--- config.mk ---
export PLATFORM = sky130hd
export DESIGN_NAME = coh_child_ctrl
export DESIGN_NICKNAME = d
export VERILOG_FILES = /design/src/rtl/coh_child_pkg.sv /design/src/rtl/coh_child_fsm.sv /design/src/rtl/coh_child_dp.sv /design/src/rtl/coh_child_ctrl.sv
export SDC_FILE = /design/constraint.sdc
export NUM_CORES = 1
export LEC_CHECK = 0
export BUFFER_PORTS_ARGS = -buffer_cell sky130_fd_sc_hd__clkbuf_2
export CAP_MARGIN = 40
export CORE_ASPECT_RATIO = 2
export CORE_UTILIZATION = 65
export DETAILED_ROUTE_END_ITERATION = 12
export PLACE_DENSITY = 0.86
export SLEW_MARGIN = 0
export SYNTH_ARGS = -nofsm -noshare
export SYNTH_HDL_FRONTEND = slang
export SYNTH_SLANG_ARGS = --single-unit
--- constraint.sdc ---
create_clock -name clk -period 14.5 [get_ports clk]
set_clock_uncertainty 0.2 [all_clocks]
set_input_delay 2.9 -clock clk [delete_from_list [all_inputs] [get_ports clk]]
set_output_delay 2.9 -clock clk [all_outputs]
set_load 0.02 [all_outputs]
--- src/rtl/coh_child_pkg.sv ---
package coh_child_pkg;

  typedef enum logic [1:0] {
    LS_I = 2'd0,
    LS_S = 2'd1,
    LS_M = 2'd2
  } lineState_t;

  typedef enum logic [1:0] {
    SEL_NONE  = 2'd0,
    SEL_PAR   = 2'd1,
    SEL_EVICT = 2'd2,
    SEL_PROC  = 2'd3
  } addrSel_t;

  // strobes from control to datapath
  typedef struct packed {
    addrSel_t   sel;
    logic       writeState;
    lineState_t newState;
    logic       setWait;
    logic       clrWait;
    logic       loadParData;
    logic       loadProcData;
    logic       loadOut;
    logic       outIsResp;
    lineState_t outState;
    logic       outWithData;
    logic       procAccept;
  } ctlStrobe_t;

endpackage

--- src/rtl/coh_child_fsm.sv ---
module coh_child_fsm
  import coh_child_pkg::*;
(
  input  logic       m2cValid,
  input  logic       m2cIsResp,
  input  logic [1:0] m2cState,
  input  logic       m2cHasData,
  input  lineState_t parLineState,
  input  logic       evictValid,
  input  logic [1:0] evictTarget,
  input  lineState_t evLineState,
  input  logic       evLineWait,
  input  logic       procReqValid,
  input  logic       procReqWrite,
  input  lineState_t procLineState,
  input  logic       procLineWait,
  input  logic       c2mValid,
  input  logic       c2mReady,
  output logic       m2cReady,
  output logic       evictReady,
  output logic       procReqReady,
  output ctlStrobe_t strobe
);

  logic       outFree;
  lineState_t parTarget;
  lineState_t evTarget;
  lineState_t needState;

  assign outFree   = !c2mValid || c2mReady;
  assign parTarget = lineState_t'(m2cState);
  assign evTarget  = lineState_t'(evictTarget);
  assign needState = procReqWrite ? LS_M : LS_S;

  always_comb begin
    strobe       = '0;
    m2cReady     = 1'b0;
    evictReady   = 1'b0;
    procReqReady = 1'b0;

    if (m2cValid) begin
      if (m2cIsResp) begin
        // upgrade responses always drain
        m2cReady           = 1'b1;
        strobe.sel         = SEL_PAR;
        strobe.writeState  = 1'b1;
        strobe.newState    = parTarget;
        strobe.clrWait     = 1'b1;
        strobe.loadParData = m2cHasData;
      end else if (outFree) begin
        m2cReady = 1'b1;
        if (parLineState > parTarget) begin
          strobe.sel         = SEL_PAR;
          strobe.writeState  = 1'b1;
          strobe.newState    = parTarget;
          strobe.loadOut     = 1'b1;
          strobe.outIsResp   = 1'b1;
          strobe.outState    = parTarget;
          strobe.outWithData = (parLineState == LS_M);
        end
      end
    end else if (evictValid && outFree) begin
      evictReady = 1'b1;
      if (!evLineWait && (evLineState > evTarget)) begin
        strobe.sel         = SEL_EVICT;
        strobe.writeState  = 1'b1;
        strobe.newState    = evTarget;
        strobe.loadOut     = 1'b1;
        strobe.outIsResp   = 1'b1;
        strobe.outState    = evTarget;
        strobe.outWithData = (evLineState == LS_M);
      end
    end else if (procReqValid) begin
      if (procLineState >= needState) begin
        procReqReady        = 1'b1;
        strobe.sel          = SEL_PROC;
        strobe.procAccept   = 1'b1;
        strobe.loadProcData = procReqWrite;
      end else if (!procLineWait && outFree) begin
        strobe.sel       = SEL_PROC;
        strobe.loadOut   = 1'b1;
        strobe.outIsResp = 1'b0;
        strobe.outState  = needState;
        strobe.setWait   = 1'b1;
      end
    end
  end

endmodule

--- src/rtl/coh_child_dp.sv ---
module coh_child_dp
  import coh_child_pkg::*;
#(
  parameter int LINES    = 8,
  parameter int DATA_W   = 32,
  parameter int ID_W     = 4,
  parameter int CHILD_ID = 3,
  localparam int ADDR_W  = $clog2(LINES)
) (
  input  logic              clk,
  input  logic              rst_n,
  input  ctlStrobe_t        strobe,
  input  logic [ADDR_W-1:0] m2cAddr,
  input  logic [DATA_W-1:0] m2cData,
  input  logic [ADDR_W-1:0] evictAddr,
  input  logic [ADDR_W-1:0] procAddr,
  input  logic [DATA_W-1:0] procData,
  input  logic              c2mReady,
  output lineState_t        parLineState,
  output lineState_t        evLineState,
  output logic              evLineWait,
  output lineState_t        procLineState,
  output logic              procLineWait,
  output logic              c2mValid,
  output logic              c2mIsResp,
  output logic [ID_W-1:0]   c2mSrc,
  output logic [ADDR_W-1:0] c2mAddr,
  output lineState_t        c2mState,
  output logic              c2mHasData,
  output logic [DATA_W-1:0] c2mData,
  output logic              procRespValid,
  output logic [DATA_W-1:0] procRespData
);

  lineState_t        stateArr [LINES];
  logic              waitArr  [LINES];
  logic [DATA_W-1:0] dataArr  [LINES];
  logic [ADDR_W-1:0] selAddr;

  always_comb begin
    unique case (strobe.sel)
      SEL_PAR:   selAddr = m2cAddr;
      SEL_EVICT: selAddr = evictAddr;
      SEL_PROC:  selAddr = procAddr;
      default:   selAddr = '0;
    endcase
  end

  assign parLineState  = stateArr[m2cAddr];
  assign evLineState   = stateArr[evictAddr];
  assign evLineWait    = waitArr[evictAddr];
  assign procLineState = stateArr[procAddr];
  assign procLineWait  = waitArr[procAddr];
  assign c2mSrc        = ID_W'(CHILD_ID);

  // per-line state, wait flag and data
  always_ff @(posedge clk) begin
    if (!rst_n) begin
      for (int i = 0; i < LINES; i++) begin
        stateArr[i] <= LS_I;
        waitArr[i]  <= 1'b0;
        dataArr[i]  <= '0;
      end
    end else begin
      if (strobe.writeState) stateArr[selAddr] <= strobe.newState;
      if (strobe.setWait)    waitArr[selAddr]  <= 1'b1;
      else if (strobe.clrWait) waitArr[selAddr] <= 1'b0;
      if (strobe.loadParData)       dataArr[selAddr] <= m2cData;
      else if (strobe.loadProcData) dataArr[selAddr] <= procData;
    end
  end

  // single outgoing message slot
  always_ff @(posedge clk) begin
    if (!rst_n) begin
      c2mValid   <= 1'b0;
      c2mIsResp  <= 1'b0;
      c2mAddr    <= '0;
      c2mState   <= LS_I;
      c2mHasData <= 1'b0;
      c2mData    <= '0;
    end else if (strobe.loadOut) begin
      c2mValid   <= 1'b1;
      c2mIsResp  <= strobe.outIsResp;
      c2mAddr    <= selAddr;
      c2mState   <= strobe.outState;
      c2mHasData <= strobe.outWithData;
      c2mData    <= strobe.outWithData ? dataArr[selAddr] : '0;
    end else if (c2mReady) begin
      c2mValid <= 1'b0;
    end
  end

  // processor completion
  always_ff @(posedge clk) begin
    if (!rst_n) begin
      procRespValid <= 1'b0;
      procRespData  <= '0;
    end else begin
      procRespValid <= strobe.procAccept;
      if (strobe.procAccept)
        procRespData <= strobe.loadProcData ? procData : dataArr[procAddr];
    end
  end

endmodule

--- src/rtl/coh_child_ctrl.sv ---
module coh_child_ctrl
  import coh_child_pkg::*;
#(
  parameter int LINES    = 8,
  parameter int DATA_W   = 32,
  parameter int ID_W     = 4,
  parameter int CHILD_ID = 3,
  localparam int ADDR_W  = $clog2(LINES)
) (
  input  logic              clk,
  input  logic              rst_n,
  input  logic              procReqValid,
  output logic              procReqReady,
  input  logic              procReqWrite,
  input  logic [ADDR_W-1:0] procReqAddr,
  input  logic [DATA_W-1:0] procReqData,
  output logic              procRespValid,
  output logic [DATA_W-1:0] procRespData,
  input  logic              evictValid,
  output logic              evictReady,
  input  logic [ADDR_W-1:0] evictAddr,
  input  logic [1:0]        evictTarget,
  input  logic              m2cValid,
  output logic              m2cReady,
  input  logic              m2cIsResp,
  input  logic [ADDR_W-1:0] m2cAddr,
  input  logic [1:0]        m2cState,
  input  logic              m2cHasData,
  input  logic [DATA_W-1:0] m2cData,
  output logic              c2mValid,
  input  logic              c2mReady,
  output logic              c2mIsResp,
  output logic [ID_W-1:0]   c2mSrc,
  output logic [ADDR_W-1:0] c2mAddr,
  output logic [1:0]        c2mState,
  output logic              c2mHasData,
  output logic [DATA_W-1:0] c2mData
);

  ctlStrobe_t strobe;
  lineState_t parLineState;
  lineState_t evLineState;
  lineState_t procLineState;
  lineState_t outState;
  logic       evLineWait;
  logic       procLineWait;

  assign c2mState = outState;

  coh_child_fsm u_fsm (
    .m2cValid     (m2cValid),
    .m2cIsResp    (m2cIsResp),
    .m2cState     (m2cState),
    .m2cHasData   (m2cHasData),
    .parLineState (parLineState),
    .evictValid   (evictValid),
    .evictTarget  (evictTarget),
    .evLineState  (evLineState),
    .evLineWait   (evLineWait),
    .procReqValid (procReqValid),
    .procReqWrite (procReqWrite),
    .procLineState(procLineState),
    .procLineWait (procLineWait),
    .c2mValid     (c2mValid),
    .c2mReady     (c2mReady),
    .m2cReady     (m2cReady),
    .evictReady   (evictReady),
    .procReqReady (procReqReady),
    .strobe       (strobe)
  );

  coh_child_dp #(
    .LINES   (LINES),
    .DATA_W  (DATA_W),
    .ID_W    (ID_W),
    .CHILD_ID(CHILD_ID)
  ) u_dp (
    .clk          (clk),
    .rst_n        (rst_n),
    .strobe       (strobe),
    .m2cAddr      (m2cAddr),
    .m2cData      (m2cData),
    .evictAddr    (evictAddr),
    .procAddr     (procReqAddr),
    .procData     (procReqData),
    .c2mReady     (c2mReady),
    .parLineState (parLineState),
    .evLineState  (evLineState),
    .evLineWait   (evLineWait),
    .procLineState(procLineState),
    .procLineWait (procLineWait),
    .c2mValid     (c2mValid),
    .c2mIsResp    (c2mIsResp),
    .c2mSrc       (c2mSrc),
    .c2mAddr      (c2mAddr),
    .c2mState     (outState),
    .c2mHasData   (c2mHasData),
    .c2mData      (c2mData),
    .procRespValid(procRespValid),
    .procRespData (procRespData)
  );

endmodule

-- Word level (Yosys, flattened, before mapping)
Memory sizes are Yosys's and may differ from the RTL's. A register that Yosys moved wholly into a read port is not among the register bits.
Cells that the tools add are included.
- memories kept: 3
- logic and storage cells: 105
- memory bits (writable): 280
- register bits: 41
- output and inout port bits: 80
- memories (name ; depth ; width ; rd ports ; clocked after memory_dff ; write ports ; RTL line ; source):
    u_dp.dataArr ; 8 ; 32 ; 2 ; 1 ; 8 ; coh_child_dp.sv:37 ; logic [DATA_W-1:0] dataArr [LINES];
    u_dp.stateArr ; 8 ; 2 ; 3 ; 0 ; 8 ; coh_child_dp.sv:35 ; lineState_t stateArr [LINES];
    u_dp.waitArr ; 8 ; 1 ; 2 ; 0 ; 8 ; coh_child_dp.sv:36 ; logic waitArr [LINES];
- magnitude comparators: 3
- muxes and demuxes: 73
- bitwise operators: 2
- equal/unequal tests: 5
- reductions and logical operators: 12
- operators by type and width (cell ; number):
    2-to-1 mux 32 bit ; 3
    2-to-1 mux 5 bit ; 10
    2-to-1 mux 1 bit ; 43
    OR reduction 32 bit ; 1
    2-to-1 mux 2 bit ; 8
    2-to-1 mux 4 bit ; 4
    2-to-1 mux 3 bit ; 4
    one-hot mux 3 bit (3 select lines) ; 1
    == test 2 bit (second input constant) ; 4
    > comparator 2 bit ; 2
    logical NOT 1 bit ; 4
    logical AND 1 bit ; 3
    == test 2 x 1 -> 1 bit (second input constant) ; 1
    greater-or-equal comparator 2 bit ; 1
    OR 1 bit ; 2
    nonzero test 2 bit ; 1
    OR reduction 2 bit ; 1
    logical OR 1 bit ; 1
    OR reduction 1 bit ; 1

-- Depth between registers and ports, before layout
- depth after elaboration: 15
- mapped depth: 16

-- Cells and area by module
A second synthesis with hierarchy kept.
- cells, all modules: 1536
- area, all modules: 17837.1 sq um
- modules (own cells, without submodules) (module ; cells an instance ; area each (sq um) ; instances):
    coh_child_dp ; 1481 ; 17469.3 ; 1
    coh_child_fsm ; 55 ; 367.9 ; 1

-- Worst setup path before layout
OpenSTA, ideal clock, no wires.
- path type: input -> output
- start: input port procReqAddr[0]
- end: output port procReqReady
- path buffers: 3
- arrival: 5561 ps
- cell stages on the path: 9
- data required time: 11400 ps
- setup slack: 5839 ps
- cells stage by stage: buf_2 buf_2 buf_1 mux4_2 mux2_2 ha_1 a21o_1 nand2_1 inv_1
- longest elaborated chain between the ends: 6
- RTL lines (item ; RTL line ; source):
    start: declaration ; coh_child_ctrl.sv:15 ; input logic [ADDR_W-1:0] procReqAddr,
    memory (8 x 2 bit) ; n/a ;
    greater-or-equal comparator 2 bit ; coh_child_fsm.sv:74 ; if (procLineState >= needState) begin
    2-to-1 mux 1 bit ; coh_child_fsm.sv:74 ;
    2-to-1 mux 1 bit ; coh_child_fsm.sv:73 ; end else if (procReqValid) begin
    2-to-1 mux 1 bit ; coh_child_fsm.sv:62 ; end else if (evictValid && outFree) begin
    2-to-1 mux 1 bit ; coh_child_fsm.sv:41 ; if (m2cValid) begin
    end: declaration ; coh_child_ctrl.sv:13 ; output logic procReqReady,
Every way passes these cells.

-- Final worst setup path
- start: input port procReqAddr[1]
- end: output port procReqReady
Same word-level chain as after synthesis.

==> results.json <==
{
  "num_vias": 14906,
  "drive_gt1_frac": 0.223,
  "grt_max_degree": 67,
  "muxShareOfSynthArea": 0.142,
  "grt_pass1_wl_mm": 85.8,
  "async_flop_share": 0,
  "setup_viol": 0,
  "required_ns": 11.40,
  "synth_warnings": 0,
  "top_layer": "met4",
  "p_int_uw": 1750,
  "wl_met2_mm": 29.3,
  "cts_resized": 0,
  "die_h_um": 237,
  "dieArea_sq_um": 28300,
  "io_buffers": 161,
  "cts_tree": "done",
  "vias_per_cell": 7.42,
  "fin_crit_ns": 9.59,
  "dr.first_iter.drc_count": 1796,
  "synth-simple-area-share": 0.149,
  "seq_area_frac_synth": 0.547,
  "antenna_found_initial": 1,
  "synth_area_leaders": "edfxtp_1 (46%), mux4_2 (9.8%), dfxtp_1 (9.1%)",
  "grt_pass1_vias": 14839,
  "synth_top_family_by_area": "simple AND/OR/NAND/NOR gates",
  "switchingPower_uw": 680,
  "worstSkewPairLatency_ns": 0.58,
  "die_w_um": 119,
  "io_pins": 166,
  "globalplace.congestion": 0.935,
  "final_max_slew_viol_count": 0,
  "grt-ovfl-total": 0,
  "status": "completed",
  "finalHoldViolCount": 0,
  "clock_sinks": 353,
  "drt_first_pass_iters": 8,
  "initial_utilization": 0.663,
  "dp_hpwl_mm": 35.9,
  "cp-end-kind": "output port",
  "synth_area_sq_um": 17900,
  "critPathArrivalTime_ns": 6.49,
  "core.rowCount": 85,
  "fmax_ghz": 0.104,
  "drtAntennaViolNets": 0,
  "syn2layout_area_growth_pct": 11.1,
  "post-route-period-util": 0.661,
  "post_cts_buffers": 0,
  "hold_depth": 2,
  "synthesis.instances": 1543,
  "routedWlPerCell_um": 28.7,
  "synth_compound_area_frac": 0.116,
  "synth_largest_area_cell": "edfxtp_1",
  "post-route-drc-count": 0,
  "netlist-cell-type-count": 68,
  "slew_headroom": 0.340,
  "seq_power_share": 0.477,
  "synthAdderAreaFrac": 0.00419,
  "synthXorXnorAreaFrac": 0.000978,
  "clk_pin_slew_ns": 0.07,
  "root_buffer": "clkbuf_16",
  "grtUsageTotal": 0.412,
  "cts_hold_buf": 0,
  "synth_edf_count": 272,
  "finish.net_count": 1729,
  "start_kind": "input pin",
  "ir_drop_mv": 0.109,
  "hp-class": "flip-flop to flip-flop",
  "synthDominantCellAreaShare": 0.456,
  "path_max_fanout": 39,
  "rsz0062_at_grt": "no",
  "dr_wl_met3_mm": 7.31,
  "wl_met1_mm": 16.6,
  "cap_viol_max_count": 0,
  "fin_setup_tns_ns": 0,
  "core-area_sq_um": 27000,
  "final_util": 0.737,
  "p_comb_frac": 0.158,
  "leakage_uw": 0.00729,
  "critPathKind": "input pin to output port",
  "power_density_nw_per_um2": 122,
  "cts_buffer_depth": 3,
  "pwr-share-clk": 0.364,
  "reg2reg_depth": 13,
  "h-tree-depth": 1,
  "synth-seq-cells": 353,
  "drt-total-wl_mm": 57.7,
  "worstMarginPinSlew_ns": 0.988,
  "cts_made_buffers": 30,
  "synth.avg_cell_area_sq_um": 11.6,
  "swShare": 0.279,
  "synth_ff_type": "edfxtp_1"
}
state kept, by name (all words and copies together) (netlist names), 2 cells and up:
| signal | count |
|---|---|
| u_dp.c2mAddr | 3 |
| u_dp.c2mData | 32 |
| u_dp.c2mState | 2 |
| u_dp.dataArr | 256 |
| u_dp.procRespData | 32 |
| u_dp.stateArr | 16 |
| u_dp.waitArr | 8 |
worst max-delay path, stage by stage:
cell and delay, ns:
buf_2 0.21, buf_12 0.26, buf_4 0.56, mux4_2 0.39, mux2_2 0.28, ha_1 0.27
a21o_1 0.29, nand2_1 0.43, buf_4 0.47, inv_1 0.15, clkbuf_2 0.19
stage by stage:
stage	area (sq um)	hold slack (ns)	total power, uW	cells	worst slack [ns]
global route	19900	0.274	2480	2009	4.81
floorplan	17900	0.311	1420	1545	5.84
detailed placement	18800	0.252	1550	1953	4.91
finish	19900	0.261	2430	2009	4.91
global placement	18800	0.245	1530	1949	4.71
CTS	19900	0.263	2410	2008	5.02
Yosys cell counts, types with 11 or more instances:
master	count
a31oi_1	38
edfxtp_1	272
o21ai_0	76
dfxtp_1	81
mux2i_1	69
a21boi_1	32
buf_2	33
nor3_1	18
nand3_1	127
a32o_1	29
mux4_2	78
a32oi_1	34
nand3_2	11
nand2_1	122
o311ai_1	30
nor2_1	269
clkbuf_1	79
cell type report:
type,count,area (sq um)
tap,348,435
clock buffer,34,787
clock inverter,21,275
timing repair buffer,199,1140
sequential,353,9790
multi-input combinational,1044,7440
antenna,1,2.50
inverter,9,33.8
fill,1737,7110
power groups by stage:
stage                     Sequential [uW]  Clock, uW  Combinational [uW]
after global placement               1180          0                 356
after detailed placement             1180          0                 368
after global routing                 1160        915                 400
after CTS                            1160        880                 372
after floorplan                      1180          0                 237
final                                1160        886                 385
cell families after synthesis:
logic type / count (synthesis)
AOI/OAI and AO/OA: 283
xor gates and xnor gates: 2
adders and majority gates: 6
buffers and inverters: 148
DFF: 353
muxes: 155
other: 2
and+or+nand+nor: 594
final timing paths:
path | from | to | slack, ns
worst max register to register | u_dp.stateArr[7][0] | u_dp.dataArr[7][11] | 8.13
worst max-delay path | procReqAddr[1] | procReqReady | 4.91
worst min register to register | u_dp.c2mAddr[0] | u_dp.c2mAddr[0] | 0.26
worst min-delay path | u_dp.c2mAddr[0] | u_dp.c2mAddr[0] | 0.26
cells in the final DEF, fill, tap and decap left out, types with 32 or more instances in the layout:
cell type  count
edfxtp_1     272
nor2_1       269
clkbuf_2     159
nand3_1      127
nand2_1      121
dfxtp_1       81
mux4_2        78
o21ai_0       76
mux2i_1       69
a31oi_1       38
buf_4         36
a32oi_1       34
a21boi_1      32
routing by layer:
layer  vias up  global-route usage
li1       6053                   -
met3       340              0.0908
met1      7097               0.449
met5         -                   0
met4         0               0.306
met2      1416               0.699
(Power assumes the default switching activity.)
